==> src/rtl/dmac_pkg.sv <==
package dmac_pkg;
  localparam logic [1:0] MODE_BLOCK = 2'd0;
  localparam logic [1:0] MODE_STEAL = 2'd1;
  localparam logic [1:0] MODE_BGND  = 2'd2;

  localparam logic [1:0] FLD_ADDR = 2'd0;
  localparam logic [1:0] FLD_CNT  = 2'd1;
  localparam logic [1:0] FLD_CTL  = 2'd2;
  localparam logic [1:0] FLD_STAT = 2'd3;

  typedef enum logic [1:0] {S_IDLE, S_REQ, S_RD, S_WR} eng_state_e;
endpackage

==> src/rtl/dmac_arb.sv <==
module dmac_arb #(
  parameter int N = 4
) (
  input  logic [N-1:0]         req,
  output logic [$clog2(N)-1:0] win,
  output logic                 any
);
  localparam int IW = $clog2(N);

  always_comb begin
    any = |req;
    win = '0;
    for (int i = N - 1; i >= 0; i--) begin
      if (req[i]) win = IW'(i);
    end
  end
endmodule

==> src/rtl/dmac_chan.sv <==
module dmac_chan #(
  parameter int AW = 16,
  parameter int CW = 8
) (
  input  logic          clk,
  input  logic          rst,
  input  logic          wr_addr,
  input  logic          wr_cnt,
  input  logic          wr_ctl,
  input  logic          clr_flag,
  input  logic [AW-1:0] wdata,
  input  logic          step,
  output logic [AW-1:0] cur_addr,
  output logic [CW-1:0] cur_cnt,
  output logic          en,
  output logic          reload,
  output logic          dir,
  output logic [1:0]    mode,
  output logic          flag,
  output logic          last
);
  logic [AW-1:0] base_addr;
  logic [CW-1:0] base_cnt;

  assign last = (cur_cnt == '0);

  always_ff @(posedge clk) begin
    if (rst) begin
      base_addr <= '0;
      cur_addr  <= '0;
      base_cnt  <= '0;
      cur_cnt   <= '0;
      en        <= 1'b0;
      reload    <= 1'b0;
      dir       <= 1'b0;
      mode      <= 2'd0;
      flag      <= 1'b0;
    end else begin
      if (wr_addr) begin
        base_addr <= wdata;
        cur_addr  <= wdata;
      end
      if (wr_cnt) begin
        base_cnt <= wdata[CW-1:0];
        cur_cnt  <= wdata[CW-1:0];
      end
      if (wr_ctl) begin
        en     <= wdata[0];
        reload <= wdata[1];
        dir    <= wdata[2];
        mode   <= wdata[4:3];
      end
      if (clr_flag) flag <= 1'b0;
      if (step) begin
        if (last) begin
          flag <= 1'b1;
          if (reload) begin
            cur_addr <= base_addr;
            cur_cnt  <= base_cnt;
          end else begin
            cur_addr <= cur_addr + 1'b1;
            cur_cnt  <= cur_cnt - 1'b1;
            en       <= 1'b0;
          end
        end else begin
          cur_addr <= cur_addr + 1'b1;
          cur_cnt  <= cur_cnt - 1'b1;
        end
      end
    end
  end

  AST_STEP_NEEDS_EN: assert property (@(posedge clk) disable iff (rst)
    step |-> en);
  AST_STEP_ADVANCE: assert property (@(posedge clk) disable iff (rst)
    (step && !last && !wr_addr && !wr_cnt) |=>
      (cur_addr == AW'($past(cur_addr) + 1'b1)) && (cur_cnt == CW'($past(cur_cnt) - 1'b1)));
  AST_RELOAD_KEEPS: assert property (@(posedge clk) disable iff (rst)
    (step && last && reload && !wr_cnt && !wr_ctl) |=> (en && cur_cnt == $past(base_cnt)));
  AST_END_DISABLES: assert property (@(posedge clk) disable iff (rst)
    (step && last && !reload && !wr_ctl) |=> !en);
endmodule

==> src/rtl/dmac_top.sv <==
module dmac_top
  import dmac_pkg::*;
#(
  parameter int NCH = 4,
  parameter int AW  = 16,
  parameter int CW  = 8,
  parameter int DW  = 8
) (
  input  logic                   clk,
  input  logic                   rst,
  input  logic                   reg_we,
  input  logic [$clog2(NCH)-1:0] reg_ch,
  input  logic [1:0]             reg_fld,
  input  logic [AW-1:0]          reg_wdata,
  output logic [AW-1:0]          reg_rdata,
  input  logic [NCH-1:0]         dreq,
  output logic [NCH-1:0]         dack,
  output logic                   br,
  input  logic                   bg,
  input  logic                   cpu_idle,
  output logic [AW-1:0]          mem_addr,
  output logic                   mem_rd,
  output logic                   mem_wr,
  output logic [DW-1:0]          mem_wdata,
  input  logic [DW-1:0]          mem_rdata,
  output logic                   io_rd,
  output logic                   io_wr,
  output logic [DW-1:0]          io_wdata,
  input  logic [DW-1:0]          io_rdata,
  output logic                   tc,
  output logic                   irq
);
  localparam int CHW = $clog2(NCH);

  logic [AW-1:0]  ch_addr [NCH];
  logic [CW-1:0]  ch_cnt  [NCH];
  logic [1:0]     ch_mode [NCH];
  logic [NCH-1:0] ch_en, ch_reload, ch_dir, ch_flag, ch_last, step_v, busy;

  eng_state_e     st;
  logic [CHW-1:0] ach;
  logic [DW-1:0]  hold;
  logic [CHW-1:0] win;
  logic           any_req;
  logic [NCH-1:0] live_req;
  logic           is_bg, is_steal, go, rd_cyc, wr_cyc;

  assign live_req = dreq & ch_en;

  dmac_arb #(.N(NCH)) u_arb (.req(live_req), .win(win), .any(any_req));

  for (genvar g = 0; g < NCH; g++) begin : g_ch
    dmac_chan #(.AW(AW), .CW(CW)) u_chan (
      .clk      (clk),
      .rst      (rst),
      .wr_addr  (reg_we && reg_ch == CHW'(g) && reg_fld == FLD_ADDR),
      .wr_cnt   (reg_we && reg_ch == CHW'(g) && reg_fld == FLD_CNT),
      .wr_ctl   (reg_we && reg_ch == CHW'(g) && reg_fld == FLD_CTL),
      .clr_flag (reg_we && reg_fld == FLD_STAT && reg_wdata[g]),
      .wdata    (reg_wdata),
      .step     (step_v[g]),
      .cur_addr (ch_addr[g]),
      .cur_cnt  (ch_cnt[g]),
      .en       (ch_en[g]),
      .reload   (ch_reload[g]),
      .dir      (ch_dir[g]),
      .mode     (ch_mode[g]),
      .flag     (ch_flag[g]),
      .last     (ch_last[g])
    );
    assign busy[g] = (st != S_IDLE) && (ach == CHW'(g));
  end

  assign is_bg    = (ch_mode[ach] == MODE_BGND);
  assign is_steal = (ch_mode[ach] == MODE_STEAL);
  assign go       = is_bg ? cpu_idle : 1'b1;
  assign rd_cyc   = (st == S_RD) && go;
  assign wr_cyc   = (st == S_WR) && go;

  always_ff @(posedge clk) begin
    if (rst) begin
      st   <= S_IDLE;
      ach  <= '0;
      hold <= '0;
    end else begin
      case (st)
        S_IDLE: if (any_req) begin
          ach <= win;
          st  <= (ch_mode[win] == MODE_BGND) ? S_RD : S_REQ;
        end
        S_REQ: if (bg) st <= S_RD;
        S_RD: if (go) begin
          hold <= ch_dir[ach] ? mem_rdata : io_rdata;
          st   <= S_WR;
        end
        S_WR: if (go) begin
          st <= (ch_last[ach] || is_steal || is_bg) ? S_IDLE : S_RD;
        end
        default: st <= S_IDLE;
      endcase
    end
  end

  assign br        = (st != S_IDLE) && !is_bg;
  assign mem_rd    = rd_cyc && ch_dir[ach];
  assign io_rd     = rd_cyc && !ch_dir[ach];
  assign io_wr     = wr_cyc && ch_dir[ach];
  assign mem_wr    = wr_cyc && !ch_dir[ach];
  assign mem_addr  = ch_addr[ach];
  assign mem_wdata = hold;
  assign io_wdata  = hold;
  assign dack      = (rd_cyc || wr_cyc) ? (NCH'(1) << ach) : '0;
  assign step_v    = wr_cyc ? (NCH'(1) << ach) : '0;
  assign tc        = wr_cyc && ch_last[ach];
  assign irq       = |ch_flag;

  always_ff @(posedge clk) begin
    if (rst) begin
      reg_rdata <= '0;
    end else begin
      case (reg_fld)
        FLD_ADDR: reg_rdata <= ch_addr[reg_ch];
        FLD_CNT:  reg_rdata <= AW'(ch_cnt[reg_ch]);
        FLD_CTL:  reg_rdata <= AW'({ch_mode[reg_ch], ch_dir[reg_ch], ch_reload[reg_ch], ch_en[reg_ch]});
        default:  reg_rdata <= AW'({busy, ch_flag});
      endcase
    end
  end

  logic [NCH-1:0] below_ach;
  logic           any_strobe;
  assign below_ach  = (NCH'(1) << ach) - NCH'(1);
  assign any_strobe = mem_rd || mem_wr || io_rd || io_wr;

  AST_IDLE_STAYS: assert property (@(posedge clk) disable iff (rst)
    (st == S_IDLE && !(|live_req)) |=> st == S_IDLE);
  AST_TC_ONE_CLOCK: assert property (@(posedge clk) disable iff (rst)
    tc |=> !tc);
  AST_GRANT_FIRST: assert property (@(posedge clk) disable iff (rst)
    (any_strobe && !is_bg) |-> (br && bg));
  AST_BLOCK_HOLDS: assert property (@(posedge clk) disable iff (rst)
    (wr_cyc && !is_bg && !is_steal && !ch_last[ach]) |=> br);
  AST_STEAL_RELEASES: assert property (@(posedge clk) disable iff (rst)
    (wr_cyc && is_steal) |=> !br);
  AST_BGND_QUIET: assert property (@(posedge clk) disable iff (rst)
    (any_strobe && is_bg) |-> (cpu_idle && !br));
  AST_ONE_STROBE: assert property (@(posedge clk) disable iff (rst)
    $countones({mem_rd, mem_wr, io_rd, io_wr}) <= 1);
  AST_FLAG_RAISES_IRQ: assert property (@(posedge clk) disable iff (rst)
    tc |=> irq);
  AST_LOWEST_WINS: assert property (@(posedge clk) disable iff (rst)
    (st == S_IDLE && |live_req) |=> (($past(live_req) & below_ach) == '0));
endmodule

==> config.mk <==
export PLATFORM = sky130hd
export DESIGN_NAME = dmac_top
export DESIGN_NICKNAME = d
export VERILOG_FILES = /design/src/rtl/dmac_pkg.sv /design/src/rtl/dmac_arb.sv /design/src/rtl/dmac_chan.sv /design/src/rtl/dmac_top.sv
export SDC_FILE = /design/constraint.sdc
export NUM_CORES = 1
export LEC_CHECK = 0
export CORE_AREA = 2 2 162 164
export DETAILED_ROUTE_END_ITERATION = 10
export DIE_AREA = 0 0 164 166
export GPL_ROUTABILITY_DRIVEN = 0
export PLACE_DENSITY = 0.76
export SLEW_MARGIN = 15
export SYNTH_ARGS = -nofsm -noshare
export SYNTH_HDL_FRONTEND = slang
export SYNTH_SLANG_ARGS = --single-unit
==> constraint.sdc <==
create_clock -name clk -period 2.3 [get_ports clk]
set_input_delay 0.69 -clock clk [delete_from_list [all_inputs] [get_ports clk]]
set_output_delay 0.69 -clock clk [all_outputs]
set_load 0.05 [all_outputs]
==> results of run 1 <==
-- critical path, delay by kind of cell, from the launching register on --
kind	cells	cell delay (ns)
muxes	1	0.57
DFF	1	0.37
buffers and inverters	1	0.15
and+or+nand+nor	3	0.65
-- worst paths after layout --
path | cells after the start | slack, ns | end | from
max | 5 | -0.69 | dack[3] | ach[0]
min | 2 | 0.45 | g_ch[2].u_chan.base_addr[11] | g_ch[2].u_chan.base_addr[11]
max reg2reg | 11 | 0.11 | g_ch[0].u_chan.cur_addr[13] | ach[0]
min reg2reg | 2 | 0.45 | g_ch[2].u_chan.base_addr[11] | g_ch[2].u_chan.base_addr[11]
-- sequential cells by signal, indices dropped and copies added (netlist names) --
name / flops
g_ch.u_chan.base_addr: 64
ach: 2
g_ch.u_chan.cur_cnt: 32
g_ch.u_chan.dir: 4
io_wdata: 8
g_ch.u_chan.en: 4
g_ch.u_chan.mode: 8
g_ch.u_chan.flag: 4
g_ch.u_chan.base_cnt: 32
g_ch.u_chan.reload: 4
g_ch.u_chan.cur_addr: 64
reg_rdata: 16
st: 2
-- layer usage --
layer | wire (um) | share of wire, %
met3 | 4560 | 10
met4 | 2060 | 4.7
met2 | 20400 | 46
met5 | 13 | 0.030
met1 | 17000 | 39
-- repair_timing --
| action | 4_1_cts | 5_1_grt |
|---|---|---|
| gates cloned | 2 | 0 |
| buffers inserted | 3 | 4 |
| gates resized for setup | 53 | 7 |
| setup endpoints to repair | 59 | 27 |
| pin swaps | 3 | 1 |
-- stage by stage --
stage / TNS [ns] / cells / instance area, um^2
floorplan: -0.640 / 1576 / 13500
global placement: -32.45 / 2119 / 16600
detailed placement: -43.37 / 2119 / 16600
CTS: -13.37 / 2176 / 17700
global route: -14.66 / 2179 / 17700
finish: -13.74 / 2180 / 17700
-- cell type report --
class	instances	area, um^2
inverter	20	75.1
tap	335	419
sequential	244	4890
timing repair buffer	346	3420
antenna	1	2.50
fill	1889	7870
multi-input combinational	1182	7990
clock inverter	10	114
clock buffer	42	833
-- logic make-up after synthesis --
group	Yosys count
AND/OR/NAND/NOR	624
AO/OA/AOI/OAI	383
flip-flops	244
buffers and inverters	150
multiplexers	93
XOR/XNOR	70
adder cells (fa/ha/maj)	12
-- power by group --
group,internal [uW],switching (uW),leakage (uW)
combinational,379,483,0.00409
sequential,4280,52.4,0.00197
clock,2720,1840,0.000468
total,7380,2370,0.00653
-- synth_stat cells (24+ instances only) --
library cell | count | area share (%)
mux2i_1 | 39 | 2.9
a31oi_1 | 27 | 1.3
clkbuf_1 | 74 | 2.1
buf_2 | 34 | 1.3
xnor2_1 | 46 | 3.0
xor2_1 | 24 | 1.6
a211oi_1 | 45 | 2.5
nand2_1 | 334 | 9.4
a21oi_1 | 125 | 4.7
mux4_2 | 54 | 9.1
nor2_1 | 107 | 3.0
o21ai_0 | 37 | 1.4
a311oi_1 | 37 | 2.4
nand3_1 | 35 | 1.3
dfxtp_1 | 244 | 37
==> flow_metrics.env, run 1 <==
export IMPL_status="finished, violations left"
export IMPL_violations="setup timing"
export IMPL_pre_cts_ws_ns=-0.404
export IMPL_timing_final_crit_share_pct=130
export IMPL_path_cells="mux4_2 > nor3b_4 > nand2b_4 > nor2_2 > buf_12"
export IMPL_crit_path_start_kind="register"
export IMPL_grtUsageMet2_pct=50.5
export IMPL_final_cell_mix="nand2_1, dfxtp_1, buf_4"
export IMPL_synth_top_family_by_area="simple AND/OR/NAND/NOR gates"
export IMPL_antenna_found_initial=1
export IMPL_rows=59
export IMPL_ys_types=70
export IMPL_syn_to_final_growth_pct=33.1
export IMPL_setup_violations_final=27
export IMPL_die_area_mm2=0.0272
export IMPL_slew_headroom_pct=62.1
export IMPL_power_density_mw_per_mm2=549
export IMPL_critical_path_arrival_ns=2.30
export IMPL_drc=0
export IMPL_rsz0062_at_grt="yes"
export IMPL_clkTransAtPathRegs_ns=0.06
export IMPL_synth_simple_gate_area_share_pct=21.4
export IMPL_layout_commonest_cell="nand2_1"
export IMPL_peakVddDrop_uv=562
export IMPL_ys_flop_type="dfxtp_1"
export IMPL_ant_nets=0
export IMPL_synth_warnings=0
export IMPL_utilization_pct=69.3
export IMPL_drtIter0Drc=1554
export IMPL_worstPathRequired_ns=1.61
export IMPL_start_util_pct=52.1
export IMPL_use_met1_pct=42.0
export IMPL_grt_first_pass_wirelength_mm=69.6
export IMPL_critPathMaxFanout=5
export IMPL_critPathMaxStageDelay_ns=0.57
export IMPL_fmax_ghz=0.334
export IMPL_async_flop_share_pct=0
export IMPL_syn_nets=1633
export IMPL_hold_class="reg2reg"
export IMPL_whs_ns=0.450
export IMPL_synthXorXnorAreaFrac_pct=4.60
export IMPL_drv_slew=0
export IMPL_gr_usage_met3_pct=7.22
export IMPL_via_per_inst=6.17
export IMPL_final_setup_worst_slack_ns=-0.694
export IMPL_vias=13451
export IMPL_busiest_layer="met2"
export IMPL_grt_pass1_vias=13085
export IMPL_cts_hold_buf=0
export IMPL_cts_max_level=1
export IMPL_synth_area_mm2=0.0133
export IMPL_grt_ovfl_total=0
export IMPL_cts_root_buf="clkbuf_16"
export IMPL_fin_crit_ns=2.99
export IMPL_firstDrtPassIters=5
export IMPL_drive_gt1_share_pct=23.4
export IMPL_dpl_hpwl_mm=30.7
export IMPL_maxCapViolCount=0
export IMPL_die_height_um=166
export IMPL_cpMaxStageDelayCell="mux4_2"
export IMPL_cts_tree="built"
export IMPL_syn_area_per_cell_um2=8.46
export IMPL_hold_violations=0
export IMPL_core_area_mm2=0.0256
export IMPL_clock_skew_ns=0.0138
export IMPL_cts_buffers=28
export IMPL_cp_end_kind="output pin"
export IMPL_io_buffers=103
export IMPL_syn_inst=1576
export IMPL_worst_pin_slew_ns=0.571
export IMPL_synth_seq_area_share_pct=36.6
export IMPL_drt_total_wl_mm=44.0
export IMPL_critical_path_class="reg2out"
export IMPL_synth_edf_count=0
export IMPL_clk_latency_ns=0.56
export IMPL_synth_mux_area_fraction_pct=12.0
export IMPL_synthAdderAreaFrac_pct=1.13
export IMPL_grt_start_max_net_pins=85
export IMPL_power_leakage_uw=0.00653
export IMPL_cts_buffer_depth=3
export IMPL_wire_per_inst_um=20.2
export IMPL_synth_compound_area_share_pct=19.2
export IMPL_die_w_um=164
export IMPL_synth_seq_cells=244
export IMPL_io_pins=104
export IMPL_clock_sinks=244
export IMPL_grtUsageTotal_pct=31.9
export IMPL_fin_nets=1879
export IMPL_total_power_uw=9750
Power figures use the tool's default switching activity.
==> inputs of run 2 (changes only) <==
--- a/config.mk
+++ b/config.mk
@@ -5,12 +5,12 @@
 export SDC_FILE = /design/constraint.sdc
 export NUM_CORES = 1
 export LEC_CHECK = 0
-export CORE_AREA = 2 2 162 164
+export CORE_AREA = 2 2 201 203
 export DETAILED_ROUTE_END_ITERATION = 10
-export DIE_AREA = 0 0 164 166
+export DIE_AREA = 0 0 203 205
 export GPL_ROUTABILITY_DRIVEN = 0
-export PLACE_DENSITY = 0.76
 export SLEW_MARGIN = 15
 export SYNTH_ARGS = -nofsm -noshare
 export SYNTH_HDL_FRONTEND = slang
+export SYNTH_HIERARCHICAL = 1
 export SYNTH_SLANG_ARGS = --single-unit
==> flow_metrics.env, run 2 <==
export IMPL_wire_per_inst_um=21.4
export IMPL_core_area_mm2=0.0394
export IMPL_final_setup_worst_slack_ns=-0.559
export IMPL_critPathMaxStageDelay_ns=0.31
export IMPL_rsz0062_at_grt="yes"
export IMPL_synth_compound_area_share_pct=15.8
export IMPL_final_cell_mix="buf_4, dfxtp_1, nand2_1"
export IMPL_synth_largest_area_cell="dfxtp_1"
export IMPL_drc=0
export IMPL_cp_end_kind="output pin"
export IMPL_cp_startpoint="g_ch[0].u_chan/cur_cnt[0]"
export IMPL_cts_tree="built"
export IMPL_synth_top_area_share_pct=35.8
export IMPL_internal_power_uw=7670
export IMPL_rr_startpoint="ach[0]"
export IMPL_synth_common_cells="dfxtp_1, nand2_1, nor2_1"
export IMPL_critical_path_class="reg2out"
export IMPL_io_pins=104
export IMPL_path_cells="inv_1 > ha_2 > nor3b_4 > nand2_2 > nor2_4 > mux4_2 > nor2b_4 > buf_12"
export IMPL_synthXorXnorAreaFrac_pct=3.40
export IMPL_design_area_mm2=0.0200
export IMPL_fmax_ghz=0.350
export IMPL_clock_skew_ns=0.0255
export IMPL_via_per_inst=5.71
export IMPL_worst_pin_slew_ns=0.607
export IMPL_drv_slew=0
export IMPL_synth_edf_count=0
export IMPL_seqCellArea_mm2=0.00490
export IMPL_reg_top3="g_ch.u_chan/base_addr x64, g_ch.u_chan/cur_addr x64"
export IMPL_ys_types=57
export IMPL_maxCapViolCount=0
export IMPL_firstDrtPassIters=5
export IMPL_grt_ovfl_total=0
export IMPL_die_area_mm2=0.0416
export IMPL_synth_area_top_cells="dfxtp_1, mux2i_1, mux4_2, nand2_1, a21oi_1"
export IMPL_multi_input_area_mm2=0.00891
export IMPL_endpoint="tc"
export IMPL_setup_violations_final=77
export IMPL_pre_cts_ws_ns=-0.499
export IMPL_clkTransAtPathRegs_ns=0.06
export IMPL_cpMaxStageDelayCell="dfxtp_2"
export IMPL_cts_buffers=29
export IMPL_ant_nets=0
export IMPL_cts_max_level=1
export IMPL_synth_top_family_by_area="simple AND/OR/NAND/NOR gates"
export IMPL_syn_nets=1559
export IMPL_syn_inst=1506
export IMPL_power_leakage_uw=0.00740
export IMPL_synth_seq_cells=244
export IMPL_layout_commonest_cell="buf_4"
export IMPL_whs_ns=0.462
export IMPL_worstPathRequired_ns=1.61
export IMPL_synth_most_common_cell="dfxtp_1"
export IMPL_synth_warnings=6
export IMPL_fin_nets=1911
export IMPL_r2r_cells=12
export IMPL_total_power_uw=10100
export IMPL_synth_area_mm2=0.0137
export IMPL_timing_final_crit_share_pct=124
export IMPL_violations="setup timing"
export IMPL_cts_root_buf="clkbuf_16"
export IMPL_rrSetupSlack_ns=-0.14
export IMPL_hold_violations=0
export IMPL_critical_path_arrival_ns=2.17
export IMPL_fin_crit_ns=2.86
export IMPL_hold_class="reg2reg"
export IMPL_cts_hold_buf=0
export IMPL_clock_sinks=244
export IMPL_r2r_end="g_ch[0].u_chan/en"
export IMPL_start_util_pct=34.7
export IMPL_netSwitchingFraction_pct=24.4
export IMPL_io_buffers=103
export IMPL_pwr_share_clk_pct=47.4
export IMPL_async_flop_share_pct=0
export IMPL_crit_path_start_kind="register"
export IMPL_switchingPower_uw=2480
export IMPL_power_density_mw_per_mm2=507
export IMPL_ys_flop_type="dfxtp_1"
export IMPL_grtUsageTotal_pct=22.9
export IMPL_drtIter0Drc=1174
export IMPL_rows=73
export IMPL_die_w_um=203
export IMPL_peakVddDrop_uv=570
export IMPL_drt_total_wl_mm=51.4
export IMPL_grt_pass1_vias=12677
export IMPL_drive_gt1_share_pct=34.1
export IMPL_grt_start_max_net_pins=47
export IMPL_seq_power_share_pct=42.7
export IMPL_grt_first_pass_wirelength_mm=74.0
export IMPL_die_height_um=205
export IMPL_synth_simple_gate_area_share_pct=20.0
export IMPL_status="finished, violations left"
export IMPL_antenna_found_initial=1
export IMPL_synth_mux_area_fraction_pct=19.6
export IMPL_slew_headroom_pct=59.5
export IMPL_clk_latency_ns=0.57
export IMPL_vias=13712
export IMPL_syn_area_per_cell_um2=9.07
export IMPL_fillers=3489
export IMPL_synthAdderAreaFrac_pct=0.733
export IMPL_dpl_hpwl_mm=35.8
export IMPL_critPathMaxFanout=2
export IMPL_syn_to_final_growth_pct=46.4
export IMPL_placed_area_mm2=0.0174
export IMPL_synth_seq_area_share_pct=35.8
export IMPL_p_comb_share_pct=9.8
export IMPL_cts_buffer_depth=3
## run 2: cell count changes after synthesis, moves of 16 or more
cell / delta
nand2_1: -154
mux2i_1: +103
nor2_1: +42
a211oi_1: -37
o21ai_1: +31
o21ai_0: -24
xnor2_1: -22
a311oi_1: -21
a21boi_0: -20
a221oi_2: +18
and2_1: +17
clkbuf_1: -16
o21a_1: -16
## run 2: cell type report
cell class / instances / share of cell area, %
sequential: 244 / 24.5
multi-input combinational: 1122 / 44.5
timing repair buffer: 431 / 22.2
antenna: 1 / 0.0125
tap: 525 / 3.28
clock inverter: 14 / 1.01
inverter: 30 / 0.563
clock buffer: 36 / 3.91
## run 2: power groups by stage
stage / clock network, uW / logic, uW / registers [uW]
after floorplan: 0 / 449 / 4440
after global placement: 0 / 922 / 4420
after detailed placement: 0 / 934 / 4420
after CTS: 4860 / 946 / 4330
after global routing: 5010 / 1060 / 4340
final: 4810 / 998 / 4330
## run 2: logic make-up after synthesis
family | after synthesis
xor gates and xnor gates | 53
muxes | 199
and+or+nand+nor | 549
adders and majority gates | 8
buffers and inverters | 140
AOI/OAI and AO/OA | 313
DFF | 244
## run 2: metrics by stage
step	setup TNS [ns]	instances	util (%)
after CTS	-11.94	2351	48.1
after global placement	-61.30	2283	44.3
after floorplan	-0.397	1506	-
final	-13.09	2403	50.8
after global routing	-20.25	2402	50.8
after detailed placement	-67.26	2283	44.3
## run 2: repair_timing
action	4_1_cts	5_1_grt
setup buffers	15	49
cloned	4	9
resized for setup	113	157
endpoints found under the setup margin	83	100
pin swaps	18	72
## run 2: how the worst min path moves through the flow
| stage | slack [ns] | from | end | cells past startpoint |
|---|---|---|---|---|
| 2_1_floorplan | 0.44 | g_ch[0].u_chan/base_cnt[7] | g_ch[0].u_chan/base_cnt[7] | 2 |
| 3_3_place_gp | 0.45 | g_ch[3].u_chan/base_cnt[7] | g_ch[3].u_chan/base_cnt[7] | 2 |
| 4_1_cts | 0.46 | g_ch[3].u_chan/base_addr[1] | g_ch[3].u_chan/base_addr[1] | 2 |
| 5_1_grt | 0.48 | g_ch[3].u_chan/base_cnt[7] | g_ch[3].u_chan/base_cnt[7] | 2 |
| 6_report | 0.46 | g_ch[2].u_chan/base_addr[11] | g_ch[2].u_chan/base_addr[11] | 2 |
| 3_5_place_dp | 0.45 | g_ch[3].u_chan/base_addr[9] | g_ch[3].u_chan/base_addr[9] | 2 |
## run 2: critical path, delay by kind of cell (launching register included)
family	cells	cell delay, ns
AND/OR/NAND/NOR	4	0.66
flip-flops	1	0.31
multiplexers	1	0.28
buffers and inverters	2	0.19
adder cells (fa/ha/maj)	1	0.17
## run 2: routing by layer
metal / GRT usage, % / part of all wire, % / up-vias
met5: 0 / 0.025 / -
met1: 30.8 / 41 / 6711
met3: 3.05 / 7.6 / 123
li1: - / - / 6261
met2: 37.3 / 47 / 615
met4: 8.92 / 4.3 / 2
==> inputs of run 3 (changes only) <==
--- a/config.mk
+++ b/config.mk
@@ -5,12 +5,11 @@
 export SDC_FILE = /design/constraint.sdc
 export NUM_CORES = 1
 export LEC_CHECK = 0
-export CORE_AREA = 2 2 201 203
+export CORE_AREA = 2 2 199 201
 export DETAILED_ROUTE_END_ITERATION = 10
-export DIE_AREA = 0 0 203 205
+export DIE_AREA = 0 0 201 203
 export GPL_ROUTABILITY_DRIVEN = 0
 export SLEW_MARGIN = 15
 export SYNTH_ARGS = -nofsm -noshare
 export SYNTH_HDL_FRONTEND = slang
-export SYNTH_HIERARCHICAL = 1
 export SYNTH_SLANG_ARGS = --single-unit
==> flow_metrics.env, run 3 (same netlist as run 1, synthesis figures left out) <==
export IMPL_grt_pass1_vias=12809
export IMPL_design_area_mm2=0.0181
export IMPL_worst_pin_slew_ns=0.556
export IMPL_final_cell_mix="nand2_1, dfxtp_1, buf_4"
export IMPL_seq_power_share_pct=44.1
export IMPL_die_area_mm2=0.0408
export IMPL_maxCapViolCount=0
export IMPL_io_buffers=103
export IMPL_placed_area_mm2=0.0170
export IMPL_worstPathRequired_ns=1.61
export IMPL_drtIter0Drc=1230
export IMPL_grtUsageTotal_pct=22.3
export IMPL_clk_latency_ns=0.56
export IMPL_drt_total_wl_mm=46.2
export IMPL_hold_violations=0
export IMPL_antenna_diode_count=0
export IMPL_clkTransAtPathRegs_ns=0.06
export IMPL_peakVddDrop_uv=485
export IMPL_cts_root_buf="clkbuf_16"
export IMPL_hold_class="reg2reg"
export IMPL_cts_max_level=1
export IMPL_utilization_pct=47.0
export IMPL_cts_tree="built"
export IMPL_wire_per_inst_um=19.5
export IMPL_core_area_mm2=0.0385
export IMPL_via_per_inst=5.53
export IMPL_crit_path_start_kind="register"
export IMPL_fmax_ghz=0.338
export IMPL_p_comb_share_pct=9.0
export IMPL_cts_buffers=27
export IMPL_seqCellArea_mm2=0.00489
export IMPL_rsz0062_at_grt="yes"
export IMPL_layout_commonest_cell="nand2_1"
export IMPL_critical_path_arrival_ns=2.27
export IMPL_die_height_um=203
export IMPL_firstDrtPassIters=5
export IMPL_grt_start_max_net_pins=66
export IMPL_cts_buffer_depth=3
export IMPL_whs_ns=0.452
export IMPL_critical_path_class="reg2out"
export IMPL_internal_power_uw=7420
export IMPL_drv_slew=0
export IMPL_power_leakage_uw=0.00657
export IMPL_drive_gt1_share_pct=23.8
export IMPL_cp_end_kind="output pin"
export IMPL_netSwitchingFraction_pct=24.4
export IMPL_status="finished, violations left"
export IMPL_die_w_um=201
export IMPL_drc=0
export IMPL_fin_nets=1883
export IMPL_vias=13088
export IMPL_timing_final_crit_share_pct=129
export IMPL_violations="setup timing"
export IMPL_dpl_hpwl_mm=33.1
export IMPL_fin_crit_ns=2.96
export IMPL_ant_nets=0
export IMPL_grt_ovfl_total=0
export IMPL_fillers=3627
export IMPL_antenna_found_initial=0
export IMPL_syn_to_final_growth_pct=35.6
export IMPL_setup_tns_ns=-13.64
export IMPL_cts_hold_buf=0
export IMPL_clock_skew_ns=0.0111
export IMPL_grt_first_pass_wirelength_mm=72.7
export IMPL_setup_violations_final=27
export IMPL_start_util_pct=34.7
export IMPL_switchingPower_uw=2400
export IMPL_critPathMaxFanout=2
export IMPL_pwr_share_clk_pct=46.9
export IMPL_power_density_mw_per_mm2=543
export IMPL_reg_top3="g_ch.u_chan.base_addr x64, g_ch.u_chan.cur_addr x64"
export IMPL_final_setup_worst_slack_ns=-0.661
export IMPL_slew_headroom_pct=62.9
export IMPL_multi_input_area_mm2=0.00800
export IMPL_io_pins=104
export IMPL_rows=72
export IMPL_clock_sinks=244
run 3: cell types whose count changed in the layout (fill, tap and decap cells not counted), moves of 26 or more:
cell,delta
o21ai_1,-32
buf_4,-32
mux2i_1,-101
buf_6,-35
nand2_1,+160
a21oi_1,+26
o21ai_0,+30
a221oi_2,-34
a211oi_1,+37
run 3: area by class of cell:
type	count	area share [%]
Timing Repair Buffer	351	19.5
Clock inverter	10	0.754
Multi-Input combinational cell	1182	44.2
Clock buffer	40	4.45
Sequential cell	244	27.1
Inverter	20	0.415
Tap cell	518	3.58
run 3: final timing paths:
kind                                startpoint                            to  slack [ns]  cells after the start
setup / recovery     g_ch[3].u_chan.cur_cnt[0]                            tc       -0.66                      7
hold / removal    g_ch[1].u_chan.base_addr[11]  g_ch[1].u_chan.base_addr[11]        0.45                      2
setup reg to reg     g_ch[3].u_chan.cur_cnt[0]   g_ch[3].u_chan.cur_addr[12]        0.15                      8
hold reg to reg   g_ch[1].u_chan.base_addr[11]  g_ch[1].u_chan.base_addr[11]        0.45                      2
run 3: layer usage:
| layer | part of all wire (%) | wire length [um] | up-vias | global-route usage, % |
|---|---|---|---|---|
| li1 | - | - | 6191 | - |
| met1 | 44 | 20200 | 6274 | 30.7 |
| met2 | 45 | 21000 | 529 | 35.7 |
| met3 | 7.5 | 3460 | 94 | 3.24 |
| met4 | 3.4 | 1560 | 0 | 7.72 |
| met5 | 0 | 0 | - | 0 |
run 3: worst max-delay path: stages (launching register included):
cell,delay (ns)
dfxtp_1,0.32
inv_2,0.05
ha_1,0.14
nor3b_4,0.23
nand2_2,0.11
mux4_2,0.56
nor2_4,0.16
buf_12,0.14
run 3: repair_timing:
item                                    CTS  global route
gates resized for setup                  48            14
pin swaps                                 4             4
setup buffers                            11             1
endpoints found under the setup margin   59            30
run 3: power by group through the flow:
stage | clock [uW] | combinational (uW) | sequential [uW]
after detailed placement | 0 | 860 | 4420
after CTS | 4670 | 872 | 4330
after floorplan | 0 | 442 | 4420
after global placement | 0 | 850 | 4420
after global routing | 4830 | 942 | 4330
final | 4600 | 886 | 4330
run 3: through the flow:
step / total power, uW / worst slack [ns] / cells
after floorplan: 4860 / -0.130 / 1576
after global placement: 5270 / -0.311 / 2303
after detailed placement: 5280 / -0.358 / 2303
after CTS: 9870 / -0.675 / 2364
after global routing: 10100 / -0.706 / 2365
final: 9820 / -0.661 / 2365
